$ cat src/rtl/acr_pkg.sv
package acr_pkg;
  typedef enum logic [2:0] {
    ST_IDLE, ST_GCD, ST_DIV_N, ST_DIV_C, ST_DIV_T, ST_DIV_M, ST_FIN
  } acr_state_e;

  localparam int unsigned DEF_FS_HZ  = 48000;
  localparam int unsigned FS_SCALE_SH = 7;     // x128
  localparam int unsigned TARGET_HZ  = 1000;
  localparam int unsigned CTS_SH     = 12;
endpackage

$ cat src/rtl/acr_gcd.sv
module acr_gcd #(
  parameter int unsigned W = 32
) (
  input  logic         clk_i,
  input  logic         rst_ni,
  input  logic         go_i,
  input  logic [W-1:0] a_i,
  input  logic [W-1:0] b_i,
  output logic         done_o,
  output logic [W-1:0] g_o
);
  logic [W-1:0] a_q, b_q, g_q;
  logic         run_q, done_q;

  always_ff @(posedge clk_i or negedge rst_ni) begin
    if (!rst_ni) begin
      a_q <= '0; b_q <= '0; g_q <= '0; run_q <= 1'b0; done_q <= 1'b0;
    end else begin
      done_q <= 1'b0;
      if (go_i) begin
        a_q <= a_i; b_q <= b_i; run_q <= 1'b1;
      end else if (run_q) begin
        if (b_q == '0) begin
          g_q <= a_q; done_q <= 1'b1; run_q <= 1'b0;
        end else if (a_q < b_q) begin
          a_q <= b_q; b_q <= a_q;
        end else begin
          a_q <= a_q - b_q;
        end
      end
    end
  end

  assign done_o = done_q;
  assign g_o    = g_q;


  gcd_nonzero_chk: assert property (@(posedge clk_i) disable iff (!rst_ni)
    done_q |-> g_q != '0);
endmodule

$ cat src/rtl/acr_div.sv
module acr_div #(
  parameter int unsigned W = 32
) (
  input  logic         clk_i,
  input  logic         rst_ni,
  input  logic         go_i,
  input  logic [W-1:0] dvd_i,
  input  logic [W-1:0] dvs_i,
  output logic         done_o,
  output logic [W-1:0] quot_o
);
  localparam int unsigned CNT_W = $clog2(W + 1);

  logic [W:0]       rem_q, rem_sh, diff;
  logic [W-1:0]     quo_q, dvs_q, dvd_q;
  logic [CNT_W-1:0] cnt_q;
  logic             run_q, done_q;

  always_comb begin
    rem_sh = {rem_q[W-1:0], quo_q[W-1]};
    diff   = rem_sh - {1'b0, dvs_q};
  end

  always_ff @(posedge clk_i or negedge rst_ni) begin
    if (!rst_ni) begin
      rem_q <= '0; quo_q <= '0; dvs_q <= '0; dvd_q <= '0;
      cnt_q <= '0; run_q <= 1'b0; done_q <= 1'b0;
    end else begin
      done_q <= 1'b0;
      if (go_i) begin
        rem_q <= '0; quo_q <= dvd_i; dvs_q <= dvs_i; dvd_q <= dvd_i;
        cnt_q <= CNT_W'(W); run_q <= 1'b1;
      end else if (run_q) begin
        rem_q <= diff[W] ? rem_sh : diff;
        quo_q <= {quo_q[W-2:0], ~diff[W]};
        cnt_q <= cnt_q - 1'b1;
        if (cnt_q == CNT_W'(1)) begin
          run_q <= 1'b0; done_q <= 1'b1;
        end
      end
    end
  end

  assign done_o = done_q;
  assign quot_o = quo_q;


  div_identity_chk: assert property (@(posedge clk_i) disable iff (!rst_ni)
    (done_q && dvs_q != '0) |->
      ((2*W)'(quo_q) * (2*W)'(dvs_q) + (2*W)'(rem_q) == (2*W)'(dvd_q))
      && (rem_q < {1'b0, dvs_q}));
endmodule

$ cat src/rtl/acr_rate_map.sv
module acr_rate_map #(
  parameter int unsigned W = 32
) (
  input  logic [W-1:0] fs_i,
  output logic [1:0]   code_o,
  output logic [2:0]   mult_o,
  output logic [1:0]   shift_o
);
  always_comb begin
    code_o = 2'd1; mult_o = 3'd1; shift_o = 2'd0;
    case (fs_i)
      W'(44100):  begin code_o = 2'd2; end
      W'(48000):  begin code_o = 2'd3; end
      W'(88200):  begin code_o = 2'd2; mult_o = 3'd2; shift_o = 2'd1; end
      W'(96000):  begin code_o = 2'd3; mult_o = 3'd2; shift_o = 2'd1; end
      W'(176400): begin code_o = 2'd2; mult_o = 3'd4; shift_o = 2'd2; end
      W'(192000): begin code_o = 2'd3; mult_o = 3'd4; shift_o = 2'd2; end
      default: ;
    endcase
  end
endmodule

$ cat src/rtl/acr_calc.sv
module acr_calc
  import acr_pkg::*;
#(
  parameter int unsigned W    = 32,
  parameter int unsigned CH_W = 4
) (
  input  logic            clk_i,
  input  logic            rst_ni,
  input  logic            start_i,
  input  logic [W-1:0]    pclk_hz_i,
  input  logic [W-1:0]    fs_hz_i,
  input  logic [CH_W-1:0] num_ch_i,
  output logic            busy_o,
  output logic            done_o,
  output logic            err_o,
  output logic [W-1:0]    n_o,
  output logic [W-1:0]    cts_o,
  output logic [1:0]      rate_code_o,
  output logic [2:0]      n_mult_o,
  output logic            layout_o,
  output logic [31:0]     pkt_ctrl_o
);
  acr_state_e   state_q;
  logic [W-1:0] fs_eff, fs_q, pclk_q, n0_q, g_q, n_q, cts_q, mul_q;
  logic [W-1:0] div_a_q, div_b_q, n_scaled, cts_scaled, n_fin, cts_fld;
  logic         layout_q, err_q, gcd_go_q, div_go_q, done_q;
  logic         gcd_done, div_done;
  logic [W-1:0] gcd_g, div_quot;
  logic [1:0]   code, shift;
  logic [2:0]   mult;
  logic [31:0]  pkt;

  logic [W-1:0]  n_oq, cts_oq;
  logic [1:0]    code_oq;
  logic [2:0]    mult_oq;
  logic          layout_oq, err_oq;
  logic [31:0]   pkt_oq;

  assign fs_eff = (num_ch_i == '0) ? W'(DEF_FS_HZ) : fs_hz_i;

  acr_gcd #(.W(W)) gcd_i (
    .clk_i, .rst_ni, .go_i(gcd_go_q), .a_i(n0_q), .b_i(pclk_q),
    .done_o(gcd_done), .g_o(gcd_g)
  );

  acr_div #(.W(W)) div_i (
    .clk_i, .rst_ni, .go_i(div_go_q), .dvd_i(div_a_q), .dvs_i(div_b_q),
    .done_o(div_done), .quot_o(div_quot)
  );

  acr_rate_map #(.W(W)) map_i (
    .fs_i(fs_q), .code_o(code), .mult_o(mult), .shift_o(shift)
  );

  always_comb begin
    n_scaled   = n_q * mul_q;
    cts_scaled = cts_q * mul_q;
    n_fin      = n_scaled >> shift;
    cts_fld    = cts_scaled << CTS_SH;
    pkt        = '0;
    pkt[31]    = 1'b1;
    pkt[8]     = 1'b1;
    pkt[18:16] = mult;
    pkt[5:4]   = code;
    pkt[1:0]   = 2'b11;
  end

  always_ff @(posedge clk_i or negedge rst_ni) begin
    if (!rst_ni) begin
      state_q <= ST_IDLE;
      fs_q <= '0; pclk_q <= '0; n0_q <= '0; g_q <= '0; n_q <= '0;
      cts_q <= '0; mul_q <= '0; div_a_q <= '0; div_b_q <= '0;
      layout_q <= 1'b0; err_q <= 1'b0;
      gcd_go_q <= 1'b0; div_go_q <= 1'b0; done_q <= 1'b0;
      n_oq <= '0; cts_oq <= '0; code_oq <= '0; mult_oq <= '0;
      layout_oq <= 1'b0; err_oq <= 1'b0; pkt_oq <= '0;
    end else begin
      gcd_go_q <= 1'b0;
      div_go_q <= 1'b0;
      done_q   <= 1'b0;
      unique case (state_q)
        ST_IDLE: if (start_i) begin
          fs_q     <= fs_eff;
          pclk_q   <= pclk_hz_i;
          n0_q     <= fs_eff << FS_SCALE_SH;
          layout_q <= (num_ch_i != '0) && (num_ch_i != CH_W'(2));
          if (pclk_hz_i == '0 || fs_eff == '0) begin
            err_q <= 1'b1; state_q <= ST_FIN;
          end else begin
            err_q <= 1'b0; gcd_go_q <= 1'b1; state_q <= ST_GCD;
          end
        end
        ST_GCD: if (gcd_done) begin
          g_q <= gcd_g; div_a_q <= n0_q; div_b_q <= gcd_g;
          div_go_q <= 1'b1; state_q <= ST_DIV_N;
        end
        ST_DIV_N: if (div_done) begin
          n_q <= div_quot; div_a_q <= pclk_q; div_b_q <= g_q;
          div_go_q <= 1'b1; state_q <= ST_DIV_C;
        end
        ST_DIV_C: if (div_done) begin
          cts_q <= div_quot; div_a_q <= n0_q; div_b_q <= W'(TARGET_HZ);
          div_go_q <= 1'b1; state_q <= ST_DIV_T;
        end
        ST_DIV_T: if (div_done) begin
          div_a_q <= div_quot + n_q - 1'b1; div_b_q <= n_q;  // ceil
          div_go_q <= 1'b1; state_q <= ST_DIV_M;
        end
        ST_DIV_M: if (div_done) begin
          mul_q <= div_quot; state_q <= ST_FIN;
        end
        ST_FIN: begin
          err_oq    <= err_q;
          n_oq      <= err_q ? '0 : n_fin;
          cts_oq    <= err_q ? '0 : cts_fld;
          code_oq   <= err_q ? '0 : code;
          mult_oq   <= err_q ? '0 : mult;
          pkt_oq    <= err_q ? '0 : pkt;
          layout_oq <= err_q ? 1'b0 : layout_q;
          done_q    <= 1'b1;
          state_q   <= ST_IDLE;
        end
        default: state_q <= ST_IDLE;
      endcase
    end
  end

  assign busy_o      = (state_q != ST_IDLE);
  assign done_o      = done_q;
  assign err_o       = err_oq;
  assign n_o         = n_oq;
  assign cts_o       = cts_oq;
  assign rate_code_o = code_oq;
  assign n_mult_o    = mult_oq;
  assign layout_o    = layout_oq;
  assign pkt_ctrl_o  = pkt_oq;


  done_pulse_chk: assert property (@(posedge clk_i) disable iff (!rst_ni)
    done_o |=> !done_o);

  hold_chk: assert property (@(posedge clk_i) disable iff (!rst_ni)
    !done_o |=> (done_o || ($stable(n_o) && $stable(cts_o) && $stable(pkt_ctrl_o))));

  busy_ignore_chk: assert property (@(posedge clk_i) disable iff (!rst_ni)
    (busy_o && start_i) |=> ($stable(fs_q) && $stable(pclk_q)));

  err_zero_chk: assert property (@(posedge clk_i) disable iff (!rst_ni)
    (done_o && err_o) |-> (n_o == '0 && cts_o == '0 && pkt_ctrl_o == '0));

  pkt_fields_chk: assert property (@(posedge clk_i) disable iff (!rst_ni)
    (done_o && !err_o) |-> (pkt_ctrl_o[5:4] == rate_code_o
      && pkt_ctrl_o[18:16] == n_mult_o && pkt_ctrl_o[31] && pkt_ctrl_o[8]));

  mult_onehot_chk: assert property (@(posedge clk_i) disable iff (!rst_ni)
    (done_o && !err_o) |-> ($countones(n_mult_o) == 1 && !n_mult_o[0] == (rate_code_o != 2'd1 && n_mult_o != 3'd1)));
endmodule

$ cat config.mk
export PLATFORM = sky130hd
export DESIGN_NAME = acr_calc
export DESIGN_NICKNAME = d
export VERILOG_FILES = /design/src/rtl/acr_pkg.sv /design/src/rtl/acr_gcd.sv /design/src/rtl/acr_div.sv /design/src/rtl/acr_rate_map.sv /design/src/rtl/acr_calc.sv
export SDC_FILE = /design/constraint.sdc
export NUM_CORES = 2
export LEC_CHECK = 0
export BUFFER_PORTS_ARGS = -buffer_cell sky130_fd_sc_hd__buf_2
export CORE_MARGIN = 4
export CORE_UTILIZATION = 58
export CTS_CLUSTER_SIZE = 8
export DETAILED_ROUTE_END_ITERATION = 10
export GPL_ROUTABILITY_DRIVEN = 0
export PLACE_DENSITY = 0.82
export REMOVE_ABC_BUFFERS = 1
export SLEW_MARGIN = 10
export SYNTH_ARGS = -nofsm -noshare
export SYNTH_HDL_FRONTEND = slang
export SYNTH_SLANG_ARGS = --single-unit
$ cat constraint.sdc
create_clock -name clk_i -period 7.1 [get_ports clk_i]
set_input_delay 0.355 -clock clk_i [delete_from_list [all_inputs] [get_ports clk_i]]
set_output_delay 0.355 -clock clk_i [all_outputs]
set_load 0.005 [all_outputs]
==> impl_metrics.toml <==
[sta]
period_minus_slack_ps = 7560
finalHoldViolations = 0
final.setup.tns_ps = -5190
fin_worst_skew_ps = 42.1
rsz0062_at_grt = "true"
max-slew-margin-rel_pct = 19.3
setup_viol = 18
slew_viol_final = 0
max_clock_freq_mhz = 132
setup_slack_ps = -458
tightestPinTransition_ps = 1210
timing.final.crit_share_pct = 106

[job]
drv_cap = 0

[route]
drt-total-wl_mm = 144
dr.pass1.iters = 8
avgRoutedWirePerCell_um = 20.6
viasPerCell = 5.94
vias = 41600
route.detailed.drc = 0
detail-route-antenna-nets = 0
drt_iter0_markers = 3960

[setup_path]
cp-start-kind = "register"
required_ps = 7630
ff2ff_path_depth = 27
critPathArrivalTime_ps = 8090
crit_fanout = 13
critical_path.endpoint = "n_o[28]"
critical_path_class = "register to register"
cp-end-kind = "register"
worstReg2RegStart = "n_q[15]"
r2r_slack_ps = -460
critPathLaunch = "n_q[15]"
r2r_end = "n_o[28]"

[cells_and_area]
area_growth_pct = 13.4
area.sequential_um2 = 12900
multi_input_comb_area_um2 = 33500
drive_gt1_share_pct = 13.1
nNetsFinal = 6778
finish.utilization_pct = 66.3
final_cell_area_um2 = 56500
fill_cells = 6322
diodes = 0
final_cell_mix = "876 x nand2_1, 755 x inv_1, 530 x fa_1"
final_common_cell = "nand2_1"

[clocking]
cts_num_sinks = 514
htreeDepth = 3
root_buffer = "clkbuf_16"
cts_buffers = 75
cts_tree = "built"
cts_max_path_buffers = 3
clkLatencyLatePin_ps = 660
clk_pin_slew_worst_paths_ps = 50

[outcome]
violations = "negative setup slack"
outcome = "finished, violations left"

[synthesis]
synth.avg_cell_area_um2 = 8.91
ys_ff_latch = 514
netlist_area_um2 = 49900
synth_area_leaders = "dfrtp_1 26%, fa_1 22%, ha_1 8.0%"
synthCells = 5595
synth_flop_cell = "dfrtp_1"
synth_top_cell_area_share_pct = 25.8
async_reset_ff_share_pct = 100
ys_seq_area_share_pct = 25.8
yosys.cell_types.count = 80
synth_warnings = 0
synth-edff-count = 0
yosysTopAreaCell = "dfrtp_1"

[floorplanning]
initial_core_util_pct = 58.5
die_x_um = 301
dieArea_um2 = 90700
fp.dieH_um = 301
rows = 107
pin_count = 176
core_um2 = 85300

[placement]
hpwlAfterDp_mm = 106
port_buffers = 140
pre_cts_ws_ps = -685
placed_cell_area_um2 = 52600

[grt]
grt_pass1_wl_mm = 229
grt_overflow = 0
antenna_found_initial = 2
grt_use_total_pct = 31.8
grt_pass1_vias = 43100
grt_max_degree = 168

[power]
p_per_area_nw_per_um2 = 131
peakVddDrop_mv = 0.200
p_leak_nw = 27.7

[worst_hold_path]
hp-class = "primary input to register"
cells in the mapped netlist (all sizes together) (62+ instances only):
cell and n:
buf 72, dfrtp 514, ha 319, xor2 72, mux2 71, and2 401
a22o 62, o21ai 359, fa 548, mux2i 79, inv 765, nand2 883
a21oi 243, nor2 237, xnor2 139, clkbuf 288
area by class of cell:
cell class / instances / share of cell area (%)
multi-input combinational: 3986 / 59.2
clock buffer: 86 / 3.47
tap: 1144 / 2.53
timing repair buffer: 494 / 6.62
clock inverter: 8 / 0.250
inverter: 769 / 5.11
sequential: 514 / 22.8
sequential cells by signal, indices dropped and copies added, names as in the netlist, 32 cells and up:
register and cells:
gcd_i.g_o 32, div_i.quot_o 32, n_o 32, gcd_i.a_q 32, gcd_i.b_q 32, div_a_q 32, fs_q 32, div_i.rem_q 32
div_i.dvs_q 32, pclk_q 32, g_q 32, n_q 32, mul_q 32, div_b_q 32
how the worst min path moves through the flow:
stage,from,depth (start not counted),end
2_1_floorplan,rst_ni,0,cts_o[12]
3_3_place_gp,rst_ni,1,cts_o[24]
3_5_place_dp,n_o[23],2,n_o[23]
4_1_cts,num_ch_i[2],3,layout_q
5_1_grt,pclk_hz_i[27],3,pclk_q[27]
6_report,pclk_hz_i[7],3,pclk_q[7]
power breakdown:
part           switching (mW)  internal (mW)  total [mW]  leakage [nW]
combinational           0.565          0.391       0.956          19.6
clock                    1.36           1.97        3.33          1.02
sequential             0.0971           3.00        3.09          7.06
total                    2.02           5.36        7.38          27.7
metrics by stage:
step / hold WS [ps] / power, mW / std cells
global route: 12.6 / 7.64 / 7001
global placement: 455 / 4.00 / 6796
detailed placement: 464 / 4.03 / 6796
floorplan: 59.4 / 3.75 / 5269
CTS: 0.573 / 7.38 / 6991
finish: 6.21 / 7.38 / 7001
layer usage:
metal  vias to the layer above  global-route usage, %  routed length, um
li1                      18300                      -                  -
met1                     20300                   39.4              52400
met2                      2283                   52.8              68900
met3                       610                   6.11              13600
met4                         0                   17.1               9450
met5                         -                      0                  0
critical path, cell delays in order, from the launching register on:
cell	delay, ps
dfrtp_2	410
buf_4	140
buf_4	180
and2_1	180
fa_1	540
fa_1	450
fa_1	540
inv_1	60
fa_1	480
inv_1	50
fa_1	510
fa_1	440
fa_1	510
fa_1	420
ha_1	310
buf_4	170
a21oi_1	180
o21ai_1	110
a221o_1	350
a31oi_4	220
o21ai_2	110
a21o_1	200
a21oi_2	150
xnor2_1	180
nand2_1	140
nor2_1	200
a21oi_2	40
o21ai_1	180
cells by family after synthesis:
kind of cell,Yosys count,synth area share (%)
fa+ha+maj,867,30.0
xor+xnor,211,3.74
buf+inv,1129,8.89
flops,514,25.8
mux,150,3.19
compound gates,969,12.1
simple gates,1754,16.3
other cells,1,0.00752
timing repair:
action | in CTS | in global routing
hold buffers | 62 | 0
endpoints found under the setup margin | 14 | 22
endpoints found under the hold margin | 161 | 0
pin swaps | 68 | 119
gates resized for setup | 86 | 120
setup buffers | 40 | 17
gates cloned | 1 | 0
Power figures use the tool's default switching activity.
